--- src/rtl/amp_seq_pkg.sv ---
package amp_seq_pkg;
  typedef enum logic [2:0] {
    ST_OFF      = 3'd0,
    ST_HOLD     = 3'd1,
    ST_IDLE     = 3'd2,
    ST_RAMP_ON  = 3'd3,
    ST_RUN      = 3'd4,
    ST_RAMP_OFF = 3'd5
  } seq_state_e;
endpackage

--- src/rtl/amp_seq_sync.sv ---
module amp_seq_sync #(
  parameter int  STAGES  = 2,
  parameter bit  RST_VAL = 1'b0
) (
  input  logic clk,
  input  logic rst_n,
  input  logic d,
  output logic q
);
  logic [STAGES-1:0] sr;

  always_ff @(posedge clk or negedge rst_n) begin
    if (!rst_n) sr <= {STAGES{RST_VAL}};
    else        sr <= {sr[STAGES-2:0], d};
  end

  assign q = sr[STAGES-1];
endmodule

--- src/rtl/amp_seq_timer.sv ---
module amp_seq_timer #(
  parameter int W = 8
) (
  input  logic         clk,
  input  logic         rst_n,
  input  logic         load,
  input  logic [W-1:0] load_val,
  output logic         zero
);
  logic [W-1:0] cnt;

  always_ff @(posedge clk or negedge rst_n) begin
    if (!rst_n)           cnt <= '0;
    else if (load)        cnt <= load_val;
    else if (cnt != '0)   cnt <= cnt - 1'b1;
  end

  assign zero = (cnt == '0);
endmodule

--- src/rtl/amp_seq_ctrl.sv ---
module amp_seq_ctrl
  import amp_seq_pkg::*;
#(
  parameter int MUTE_HOLD_CYC = 15974400,
  parameter int ON_DLY_CYC    = 4915,
  parameter int OFF_DLY_CYC   = 4915,
  parameter int SYNC_STAGES   = 2
) (
  input  logic clk,
  input  logic rst_n,
  input  logic shdn_n,
  input  logic mute_n,
  input  logic fault_kill,
  output logic mod_en,
  output logic stage_en,
  output logic bridge_hiz
);
  localparam int MAX_A = (MUTE_HOLD_CYC > ON_DLY_CYC) ? MUTE_HOLD_CYC : ON_DLY_CYC;
  localparam int MAX_D = (MAX_A > OFF_DLY_CYC) ? MAX_A : OFF_DLY_CYC;
  localparam int TW    = $clog2(MAX_D + 1);
  localparam int START_MIN = MUTE_HOLD_CYC + ON_DLY_CYC;
  localparam int SW    = $clog2(START_MIN + 1);
  localparam logic [TW-1:0] HOLD_V = TW'(MUTE_HOLD_CYC - 1);
  localparam logic [TW-1:0] ON_V   = TW'(ON_DLY_CYC - 1);
  localparam logic [TW-1:0] OFF_V  = TW'(OFF_DLY_CYC - 1);

  logic shdn_s, mute_s;
  logic t_load, t_zero;
  logic [TW-1:0] t_val;
  seq_state_e st, st_nxt;

  amp_seq_sync #(.STAGES(SYNC_STAGES), .RST_VAL(1'b0)) u_sync_shdn (
    .clk(clk), .rst_n(rst_n), .d(shdn_n), .q(shdn_s));
  amp_seq_sync #(.STAGES(SYNC_STAGES), .RST_VAL(1'b0)) u_sync_mute (
    .clk(clk), .rst_n(rst_n), .d(mute_n), .q(mute_s));

  amp_seq_timer #(.W(TW)) u_timer (
    .clk(clk), .rst_n(rst_n), .load(t_load), .load_val(t_val), .zero(t_zero));

  always_comb begin
    st_nxt = st;
    t_load = 1'b0;
    t_val  = '0;
    if (!shdn_s) begin
      st_nxt = ST_OFF;
    end else begin
      unique case (st)
        ST_OFF: begin
          st_nxt = ST_HOLD; t_load = 1'b1; t_val = HOLD_V;
        end
        ST_HOLD: if (t_zero) begin
          if (mute_s) begin st_nxt = ST_RAMP_ON; t_load = 1'b1; t_val = ON_V; end
          else          st_nxt = ST_IDLE;
        end
        ST_IDLE: if (mute_s) begin
          st_nxt = ST_RAMP_ON; t_load = 1'b1; t_val = ON_V;
        end
        ST_RAMP_ON: begin
          if (!mute_s)     st_nxt = ST_IDLE;
          else if (t_zero) st_nxt = ST_RUN;
        end
        ST_RUN: if (!mute_s) begin
          st_nxt = ST_RAMP_OFF; t_load = 1'b1; t_val = OFF_V;
        end
        ST_RAMP_OFF: begin
          if (mute_s)      st_nxt = ST_RUN;
          else if (t_zero) st_nxt = ST_IDLE;
        end
        default: st_nxt = ST_OFF;
      endcase
    end
  end

  always_ff @(posedge clk or negedge rst_n) begin
    if (!rst_n) st <= ST_OFF;
    else        st <= st_nxt;
  end

  assign mod_en     = (st != ST_OFF);
  assign stage_en   = (st == ST_RUN) || (st == ST_RAMP_OFF);
  assign bridge_hiz = !stage_en || fault_kill;

  // Cycles since the modulator started, saturating; feeds the start-window check.
  logic [SW-1:0] since_on;
  always_ff @(posedge clk or negedge rst_n) begin
    if (!rst_n)                          since_on <= '0;
    else if (!mod_en)                    since_on <= '0;
    else if (since_on != SW'(START_MIN)) since_on <= since_on + 1'b1;
  end

  assert_off_on_shdn_R7: assert property (@(posedge clk) disable iff (!rst_n)
    !shdn_s |=> (!mod_en && !stage_en));

  assert_stage_needs_mod_R2: assert property (@(posedge clk) disable iff (!rst_n)
    stage_en |-> mod_en);

  assert_hold_window_R3: assert property (@(posedge clk) disable iff (!rst_n)
    stage_en |-> (since_on >= SW'(START_MIN)));

  assert_no_start_muted_R4: assert property (@(posedge clk) disable iff (!rst_n)
    (!stage_en && !mute_s) |=> !stage_en);

  assert_stop_delay_R5: assert property (@(posedge clk) disable iff (!rst_n)
    (stage_en && $fell(mute_s) && shdn_s) |=> stage_en);
endmodule

--- config.mk ---
export PLATFORM = sky130hd
export DESIGN_NAME = amp_seq_ctrl
export DESIGN_NICKNAME = d
export VERILOG_FILES = /design/src/rtl/amp_seq_pkg.sv /design/src/rtl/amp_seq_sync.sv /design/src/rtl/amp_seq_timer.sv /design/src/rtl/amp_seq_ctrl.sv
export SDC_FILE = /design/constraint.sdc
export NUM_CORES = 1
export LEC_CHECK = 0
export BUFFER_PORTS_ARGS = -buffer_cell sky130_fd_sc_hd__buf_2
export CORE_UTILIZATION = 49
export DETAILED_ROUTE_END_ITERATION = 8
export PLACE_DENSITY = 0.64
export SLEW_MARGIN = 20
export SYNTH_ARGS = -nofsm -noshare
export SYNTH_HDL_FRONTEND = slang
export SYNTH_SLANG_ARGS = --single-unit
--- constraint.sdc ---
create_clock -name clk -period 5.75 [get_ports clk]
set_input_delay 1.15 -clock clk [delete_from_list [all_inputs] [get_ports clk]]
set_output_delay 1.15 -clock clk [all_outputs]
set_load 0.03 [all_outputs]
==> results of run 1 <==
## registers in the layout, summed over array words and instances (netlist names)
register and cells:
st 3, u_sync_shdn.sr 2, u_sync_mute.sr 2, u_timer.cnt 24
## metal layers
metal	vias up	share of wire [%]	GRT usage [%]
met4	0	1.2	7.79
li1	650	-	-
met5	-	0	0
met2	18	48	32.0
met1	648	48	29.5
met3	6	2.9	5.67
## per-stage QoR
stage / worst slack, ps / total power [mW] / hold WS [ps] / instances / util (%)
2_1_floorplan: 3190 / 0.356 / 331 / 174 / -
3_3_place_gp: 3070 / 0.377 / 345 / 219 / 52.7
3_5_place_dp: 3060 / 0.382 / 349 / 219 / 52.7
4_1_cts: 3060 / 0.563 / 374 / 227 / 55.2
5_1_grt: 3040 / 0.588 / 385 / 227 / 55.2
6_report: 3070 / 0.558 / 370 / 227 / 55.2
## cell usage in the layout (no fill, tap or decap), types with 3 or more instances in the layout
master    instances
a21oi_1          17
a31oi_1           4
buf_2             7
clkbuf_4          5
dfrtp_1          31
inv_1             6
nand2_1           8
nand3_1           7
nand3b_1          3
nor2_1            9
nor2b_1           5
nor3_1            6
o21ai_0           4
o31ai_1           3
or3_1             9
or4_1             5
xnor2_1           5
xor2_1            8
## cell families (layout without fill, tap and decap cells)
family,count (synthesis),in the layout,synth area share (%)
DFF,31,31,45.0
adders and majority gates,2,2,1.45
xor gates and xnor gates,13,13,6.60
AOI/OAI and AO/OA,42,42,15.7
buffers and inverters,15,22,4.35
and+or+nand+nor,71,71,26.9
## worst max-delay path, stage by stage
cell and delay (ps):
buf_2 90, nand2b_1 120, buf_2 170
## power groups by stage
stage | clock network, mW | registers [mW] | logic [mW]
after floorplan | 0 | 0.286 | 0.0704
after detailed placement | 0 | 0.294 | 0.0871
after CTS | 0.185 | 0.291 | 0.0879
after global placement | 0 | 0.293 | 0.0841
final | 0.180 | 0.291 | 0.0868
after global routing | 0.193 | 0.296 | 0.0982
## worst max-delay path by stage
stage                     startpoint          to  slack [ps]
final                     fault_kill  bridge_hiz        3070
after global routing      fault_kill  bridge_hiz        3040
after CTS                 fault_kill  bridge_hiz        3060
after detailed placement  fault_kill  bridge_hiz        3060
after global placement    fault_kill  bridge_hiz        3070
after floorplan           fault_kill  bridge_hiz        3190
## final cells by class
type | count | area (sq um)
clock buffers | 6 | 51.3
clock inverters | 2 | 35.0
fillers | 332 | 1510
inverters | 6 | 22.5
multi-input cells | 128 | 873
flip-flops and latches | 31 | 776
well taps | 46 | 57.6
repair buffers | 8 | 42.5
==> results.py, run 1 <==
metrics = {
    "clocking": {
        "htreeDepth": 2,
        "cts-root-buf": "clkbuf_4",
        "ctsResizeCount": 0,
        "cts_buffer_depth": 2,
        "postCtsSetupRepairBufs": 0,
        "ctsHoldBuffers": 0,
        "numClockSinks": 31,
        "clk_latency_ps": 330,
        "path_clk_slew_ps": 100,
        "numCtsBuffers": 5,
        "cts_tree": "done",
    },
    "global_route": {
        "grt_pass1_wl_microns": 5740,
        "overflow": 0,
        "grt_antenna_before_repair": 0,
        "grt_use_total_pct": 21.3,
        "grt_pass1_vias": 1204,
        "grt_max_degree": 32,
    },
    "timing": {
        "max_freq_ghz": 0.373,
        "finalHoldViolations": 0,
        "clock-skew-final_ps": 10.2,
        "tightest_slew_ps": 702,
        "setup_viol": 0,
        "max_slew_margin_pct": 53.2,
        "maxSlewViolCount": 0,
        "min_period_over_period_pct": 46.7,
        "period_needed_ps": 2680,
        "fin_tns_setup_ps": 0,
        "rsz0062_at_grt": "no",
    },
    "finish": {
        "syn2layout_area_growth_pct": 7.76,
        "diodes": 0,
        "drive_gt1_share_pct": 14.4,
        "nets": 187,
        "final_area_sq_mm": 0.00186,
    },
    "power_and_ir_drop": {
        "p_leak_nw": 0.697,
        "ir_worst_vdd_mv": 0.192,
        "p_sw_uw": 165,
        "share_comb_of_total_power_pct": 15.6,
        "p_int_uw": 393,
        "switching_share_pct": 29.6,
        "seqPwrFrac_pct": 52.2,
        "clkPwrFrac_pct": 32.3,
        "powerDensity_mw_per_mm2": 300,
    },
    "floorplanning": {
        "die_h_microns": 61.3,
        "initial_core_util_pct": 51.3,
        "die_w_microns": 61.3,
        "core_sq_mm": 0.00336,
        "num_io_pins": 8,
        "row_count": 21,
        "die_area_sq_mm": 0.00376,
    },
    "worst_hold_path": {
        "min-delay-start": "u_sync_shdn.sr[0]",
        "min_to": "u_sync_shdn.sr[1]",
        "hp-class": "flop to flop",
        "min_path_cells": 0,
    },
    "run_status": {
        "status": "finished clean",
    },
    "flow_run": {
        "drv_cap": 0,
    },
    "critical_path": {
        "r2r_end": "u_timer.cnt[16]",
        "r2r_start": "u_timer.cnt[5]",
        "crit_fanout": 1,
        "critPathKind": "input port to output pin",
        "worst_setup_path_end_kind": "output pin",
        "start_kind": "input port",
        "required_ps": 4600,
        "critPathArrivalTime_ps": 1530,
        "ff2ff_path_depth": 5,
        "reg2reg_slack_ps": 3360,
    },
    "detailed_routing": {
        "vias": 1322,
        "drc": 0,
        "drt_iter0_markers": 78,
        "firstDrtPassIters": 4,
        "wire_per_inst_microns": 15.0,
        "viasPerCell": 5.82,
        "drtAntennaViolNets": 0,
        "wirelength_microns": 3410,
    },
    "logic_synthesis": {
        "synth.most_common_cell": "dfrtp_1",
        "synth_ff_type": "dfrtp_1",
        "syn-cell-area_sq_mm": 0.00172,
        "ys_ff_latch": 31,
        "synthArstFlopShare_pct": 100,
        "synthCells": 174,
        "yosys_warnings": 0,
        "syn_nets": 181,
        "synthTopCellsByArea": "dfrtp_1 45%, a21oi_1 4.9%, xor2_1 4.1%, or3_1 3.3%, xnor2_1 2.5%",
        "ys_types": 47,
        "synth_commonest_cells": "31 x dfrtp_1, 17 x a21oi_1, 9 x nor2_1, 9 x or3_1",
        "seq_area_frac_synth_pct": 45.0,
        "synth_top_area_share_pct": 45.0,
        "yosysTopAreaCell": "dfrtp_1",
        "synth_enable_flop_cells": 0,
        "avgSynthCellArea_sq_um": 9.91,
    },
    "placement": {
        "gp_congestion": 0.765,
        "placed_area_sq_mm": 0.00177,
        "io_buffers": 7,
        "hpwl_microns": 2290,
    },
}
Power figures use the tool's default switching activity.
==> run 2: changes to the inputs <==
==> constraint.sdc (replaced) <==
create_clock -name clk -period 2.6 [get_ports clk]
set_input_delay 0.52 -clock clk [delete_from_list [all_inputs] [get_ports clk]]
set_output_delay 0.52 -clock clk [all_outputs]
set_load 0.03 [all_outputs]
==> results.py, run 2 (same netlist as run 1, synthesis figures left out) <==
metrics = {
    "finish": {
        "syn2layout_area_growth_pct": 8.49,
        "final_area_sq_mm": 0.00187,
        "final_common_cell": "dfrtp_1",
        "largest_reg_flops": 24,
        "drive_gt1_share_pct": 15.7,
        "top_register": "u_timer.cnt",
        "nets": 191,
        "diodes": 0,
        "final_cell_mix": "31 x dfrtp_1, 17 x a21oi_1, 9 x or3_1, 9 x nor2_1",
        "reg_top3": "u_timer.cnt x24, st x3",
    },
    "detailed_routing": {
        "wl_met2_microns": 1660,
        "vias": 1352,
        "viasPerCell": 5.85,
        "wirelength_microns": 3480,
        "wl_met3_microns": 135,
        "wire_per_inst_microns": 15.0,
        "firstDrtPassIters": 4,
        "drc": 0,
        "drt_iter0_markers": 34,
        "drtAntennaViolNets": 0,
        "dr.max_layer_used": "met4",
        "wl_met1_microns": 1640,
    },
    "run_status": {
        "status": "finished clean",
    },
    "power_and_ir_drop": {
        "p_leak_nw": 0.707,
        "ir_worst_vdd_mv": 0.543,
        "powerDensity_mw_per_mm2": 619,
    },
    "timing": {
        "tightest_slew_ps": 679,
        "max_slew_margin_pct": 54.7,
        "setup_viol": 0,
        "period_needed_ps": 2260,
        "max_freq_ghz": 0.443,
        "rsz0062_at_grt": "no",
        "finalHoldViolations": 0,
        "clock-skew-final_ps": 16.0,
        "maxSlewViolCount": 0,
        "fin_tns_setup_ps": 0,
        "min_period_over_period_pct": 86.9,
    },
    "floorplanning": {
        "row_count": 21,
        "num_io_pins": 8,
        "initial_core_util_pct": 51.3,
        "die_area_sq_mm": 0.00376,
        "die_h_microns": 61.3,
        "core_sq_mm": 0.00336,
        "die_w_microns": 61.3,
    },
    "critical_path": {
        "critPathArrivalTime_ps": 2490,
        "crit_fanout": 23,
        "required_ps": 2830,
        "critPathKind": "flop to flop",
        "start_kind": "flop",
        "worst_setup_path_end_kind": "flop",
    },
    "clocking": {
        "clk_latency_ps": 330,
        "ctsHoldBuffers": 0,
        "postCtsSetupRepairBufs": 0,
        "cts_buffer_depth": 2,
        "cts-root-buf": "clkbuf_4",
        "ctsResizeCount": 0,
        "numClockSinks": 31,
        "numCtsBuffers": 5,
        "cts_tree": "done",
        "htreeDepth": 2,
        "path_clk_slew_ps": 100,
    },
    "global_route": {
        "grt_use_total_pct": 22.0,
        "grt_max_degree": 32,
        "grt_pass1_wl_microns": 5960,
        "grt_antenna_before_repair": 0,
        "overflow": 0,
        "grt_pass1_vias": 1317,
    },
    "placement": {
        "gp_congestion": 0.771,
        "io_buffers": 7,
        "hpwl_microns": 2430,
        "placed_area_sq_mm": 0.00180,
    },
    "worst_hold_path": {
        "hp-class": "input port to async pin",
    },
    "flow_run": {
        "drv_cap": 0,
    },
}
## run 2: cell types whose count changed in the layout (fill, tap and decap cells not counted), sizes merged
cell / previous run / this run
clkinv: 1 / 0
buf: 8 / 12
bufinv: 1 / 0
clkbuf: 6 / 8
## run 2: area by class of cell
cell class,count,area (sq um)
fill,346,1490
multi-input combinational,128,873
sequential,31,776
timing repair buffer,12,72.6
clock buffer,8,68.8
tap,46,57.6
inverter,6,22.5
## run 2: path summary, 6_finish.rpt
check / start / to / slack, ps / cells past startpoint
worst max-delay path: u_timer.cnt[4] / u_timer.cnt[14] / 340 / 6
worst min-delay path: rst_n / u_timer.cnt[14] / 210 / 1
worst max register to register: u_timer.cnt[4] / u_timer.cnt[14] / 340 / 6
worst min register to register: u_sync_mute.sr[0] / u_sync_mute.sr[1] / 350 / 0
max in group asynchronous: rst_n / u_timer.cnt[2] / 1940 / 1
min in group clk: mute_n / u_sync_mute.sr[0] / 300 / 1
## run 2: per-layer routing
metal  global-route usage, %  vias to the layer above
li1                        -                      665
met1                    29.9                      654
met2                    34.6                       26
met3                    6.09                        7
met4                    6.17                        0
met5                       0                        -
## run 2: power by group
group          switching [mW]  internal, mW  total [mW]
clock                   0.162         0.159       0.321
combinational          0.0990        0.0957       0.195
sequential             0.0943         0.549       0.643
## run 2: critical path, cell delays in order, from the launching register on
cell and delay, ps:
dfrtp_1 450, or4_1 550, nor3_1 250, and4_4 440, a31oi_1 150, buf_4 190, o21a_1 120
## run 2: stage by stage
stage	instances	utilization [%]	worst slack, ps	hold WS [ps]	power [mW]
final	231	55.6	341	213	1.16
after global routing	231	55.6	205	263	1.24
after CTS	231	55.6	344	246	1.17
after detailed placement	223	53.6	374	345	0.848
after global placement	223	53.6	430	355	0.839
after floorplan	174	-	616	224	0.787
==> run 3: changes to the inputs <==
==> constraint.sdc (replaced) <==
create_clock -name clk -period 2.6 [get_ports clk]
set_input_delay 0.26 -clock clk [delete_from_list [all_inputs] [get_ports clk]]
set_output_delay 0.26 -clock clk [all_outputs]
set_load 0.03 [all_outputs]
==> results.py, run 3 (same netlist as run 1, synthesis figures left out) <==
metrics = {
    "placement": {
        "io_buffers": 7,
        "dp.cells": 223,
        "hpwl_microns": 2430,
        "gp_congestion": 0.771,
    },
    "timing": {
        "finalHoldViolations": 0,
        "maxSlewViolCount": 0,
        "max_freq_ghz": 0.444,
        "rsz0062_at_grt": "no",
        "setup_viol": 0,
        "period_needed_ps": 2250,
        "tightest_slew_ps": 690,
        "min_period_over_period_pct": 86.6,
        "clock-skew-final_ps": 12.5,
        "max_slew_margin_pct": 54.0,
        "fin_tns_setup_ps": 0,
    },
    "run_status": {
        "status": "finished clean",
    },
    "global_route": {
        "grt_pass1_wl_microns": 5980,
        "grt_pass1_vias": 1329,
        "grt_use_total_pct": 22.0,
        "grt_max_degree": 32,
        "overflow": 0,
        "grt_antenna_before_repair": 0,
    },
    "critical_path": {
        "path_cells": "or4_1 -> nor3_1 -> and4_4 -> a31oi_1 -> buf_4 -> o21a_1",
        "crit_buf_inv": 1,
        "cp-startpoint": "u_timer.cnt[4]",
        "critPathArrivalTime_ps": 2480,
        "crit_fanout": 23,
        "required_ps": 2830,
        "critPathKind": "flop to flop",
        "worst_setup_path_end_kind": "flop",
        "cp_slowest_cell": "or4_1",
        "start_kind": "flop",
        "cp_top_family": "simple AND/OR/NAND/NOR gates",
        "max_stage_delay_ps": 550,
        "r2r_start": "u_timer.cnt[4]",
    },
    "floorplanning": {
        "die_h_microns": 61.3,
        "core_sq_mm": 0.00336,
        "row_count": 21,
        "initial_core_util_pct": 51.3,
        "die_area_sq_mm": 0.00376,
        "die_w_microns": 61.3,
        "num_io_pins": 8,
    },
    "finish": {
        "instances_no_fill": 232,
        "nFillCells": 344,
        "largest_reg_flops": 24,
        "syn2layout_area_growth_pct": 9.07,
        "final_cell_mix": "31 x dfrtp_1, 17 x a21oi_1, 9 x or3_1, 9 x nor2_1",
        "diodes": 0,
        "top_register": "u_timer.cnt",
        "drive_gt1_share_pct": 15.6,
        "final_common_cell": "dfrtp_1",
        "nets": 192,
        "reg_top3": "u_timer.cnt x24, st x3",
    },
    "power_and_ir_drop": {
        "ir_worst_vdd_mv": 0.552,
        "p_leak_nw": 0.712,
        "powerDensity_mw_per_mm2": 617,
    },
    "detailed_routing": {
        "wirelength_microns": 3530,
        "viasPerCell": 5.85,
        "wire_per_inst_microns": 15.2,
        "vias": 1358,
        "drc": 0,
        "drt_iter0_markers": 50,
        "drtAntennaViolNets": 0,
        "firstDrtPassIters": 4,
    },
    "clocking": {
        "htreeDepth": 2,
        "cts_tree": "done",
        "numClockSinks": 31,
        "numCtsBuffers": 5,
        "cts_buffer_depth": 2,
        "clk_latency_ps": 330,
        "path_clk_slew_ps": 100,
        "cts-root-buf": "clkbuf_4",
    },
    "flow_run": {
        "drv_cap": 0,
    },
    "worst_hold_path": {
        "hp-class": "input port to flop",
        "min-delay-start": "mute_n",
    },
}
## run 3: cell count changes in the layout (fill, tap and decap cells not counted)
cell | before | now
dlygate4sd3_1 | 0 | 1
## run 3: power by group
part / total (mW) / switching [mW] / internal (mW)
logic: 0.196 / 0.0995 / 0.0966
registers: 0.643 / 0.0947 / 0.549
clock network: 0.321 / 0.162 / 0.159
total: 1.16 / 0.356 / 0.804
## run 3: cell type report
class | instances | area [sq um] | share of cell area, %
Inverter | 6 | 22.5 | 1.20
Timing Repair Buffer | 13 | 82.6 | 4.39
Multi-Input combinational cell | 128 | 873 | 46.4
Clock buffer | 8 | 68.8 | 3.66
Tap cell | 46 | 57.6 | 3.06
Sequential cell | 31 | 776 | 41.3
## run 3: worst paths after layout
kind                                endpoint  slack [ps]  cells past startpoint
min                        u_sync_mute.sr[0]          40                      1
max reg2reg                  u_timer.cnt[14]         350                      6
min reg2reg                u_sync_mute.sr[1]         350                      0
min in group asynchronous    u_timer.cnt[17]         500                      2
max                          u_timer.cnt[14]         350                      6
max in group asynchronous  u_sync_mute.sr[0]        1640                      2
## run 3: through the flow
stage	hold slack (ps)	power (mW)	util [%]	worst slack [ps]	cell area [sq um]
floorplan	-35.6	0.787	-	616	1720
global placement	335	0.839	53.6	430	1800
detailed placement	345	0.848	53.6	374	1800
CTS	28.9	1.17	55.9	344	1880
global route	26.0	1.24	55.9	205	1880
finish	39.3	1.16	55.9	349	1880
## run 3: what timing repair did
action                    4_1_cts  5_1_grt
hold endpoints to repair       23        0
resized for setup               0        0
setup buffers                   0        0
hold buffers                    1        0
## run 3: per-layer routing
metal	track usage (%)	vias up	wire length [microns]	share of wire [%]
met4	6.17	0	26	0.74
met2	34.8	30	1700	48
met5	0	-	0	0
met3	6.09	5	152	4.3
met1	29.7	663	1640	47
li1	-	660	-	-
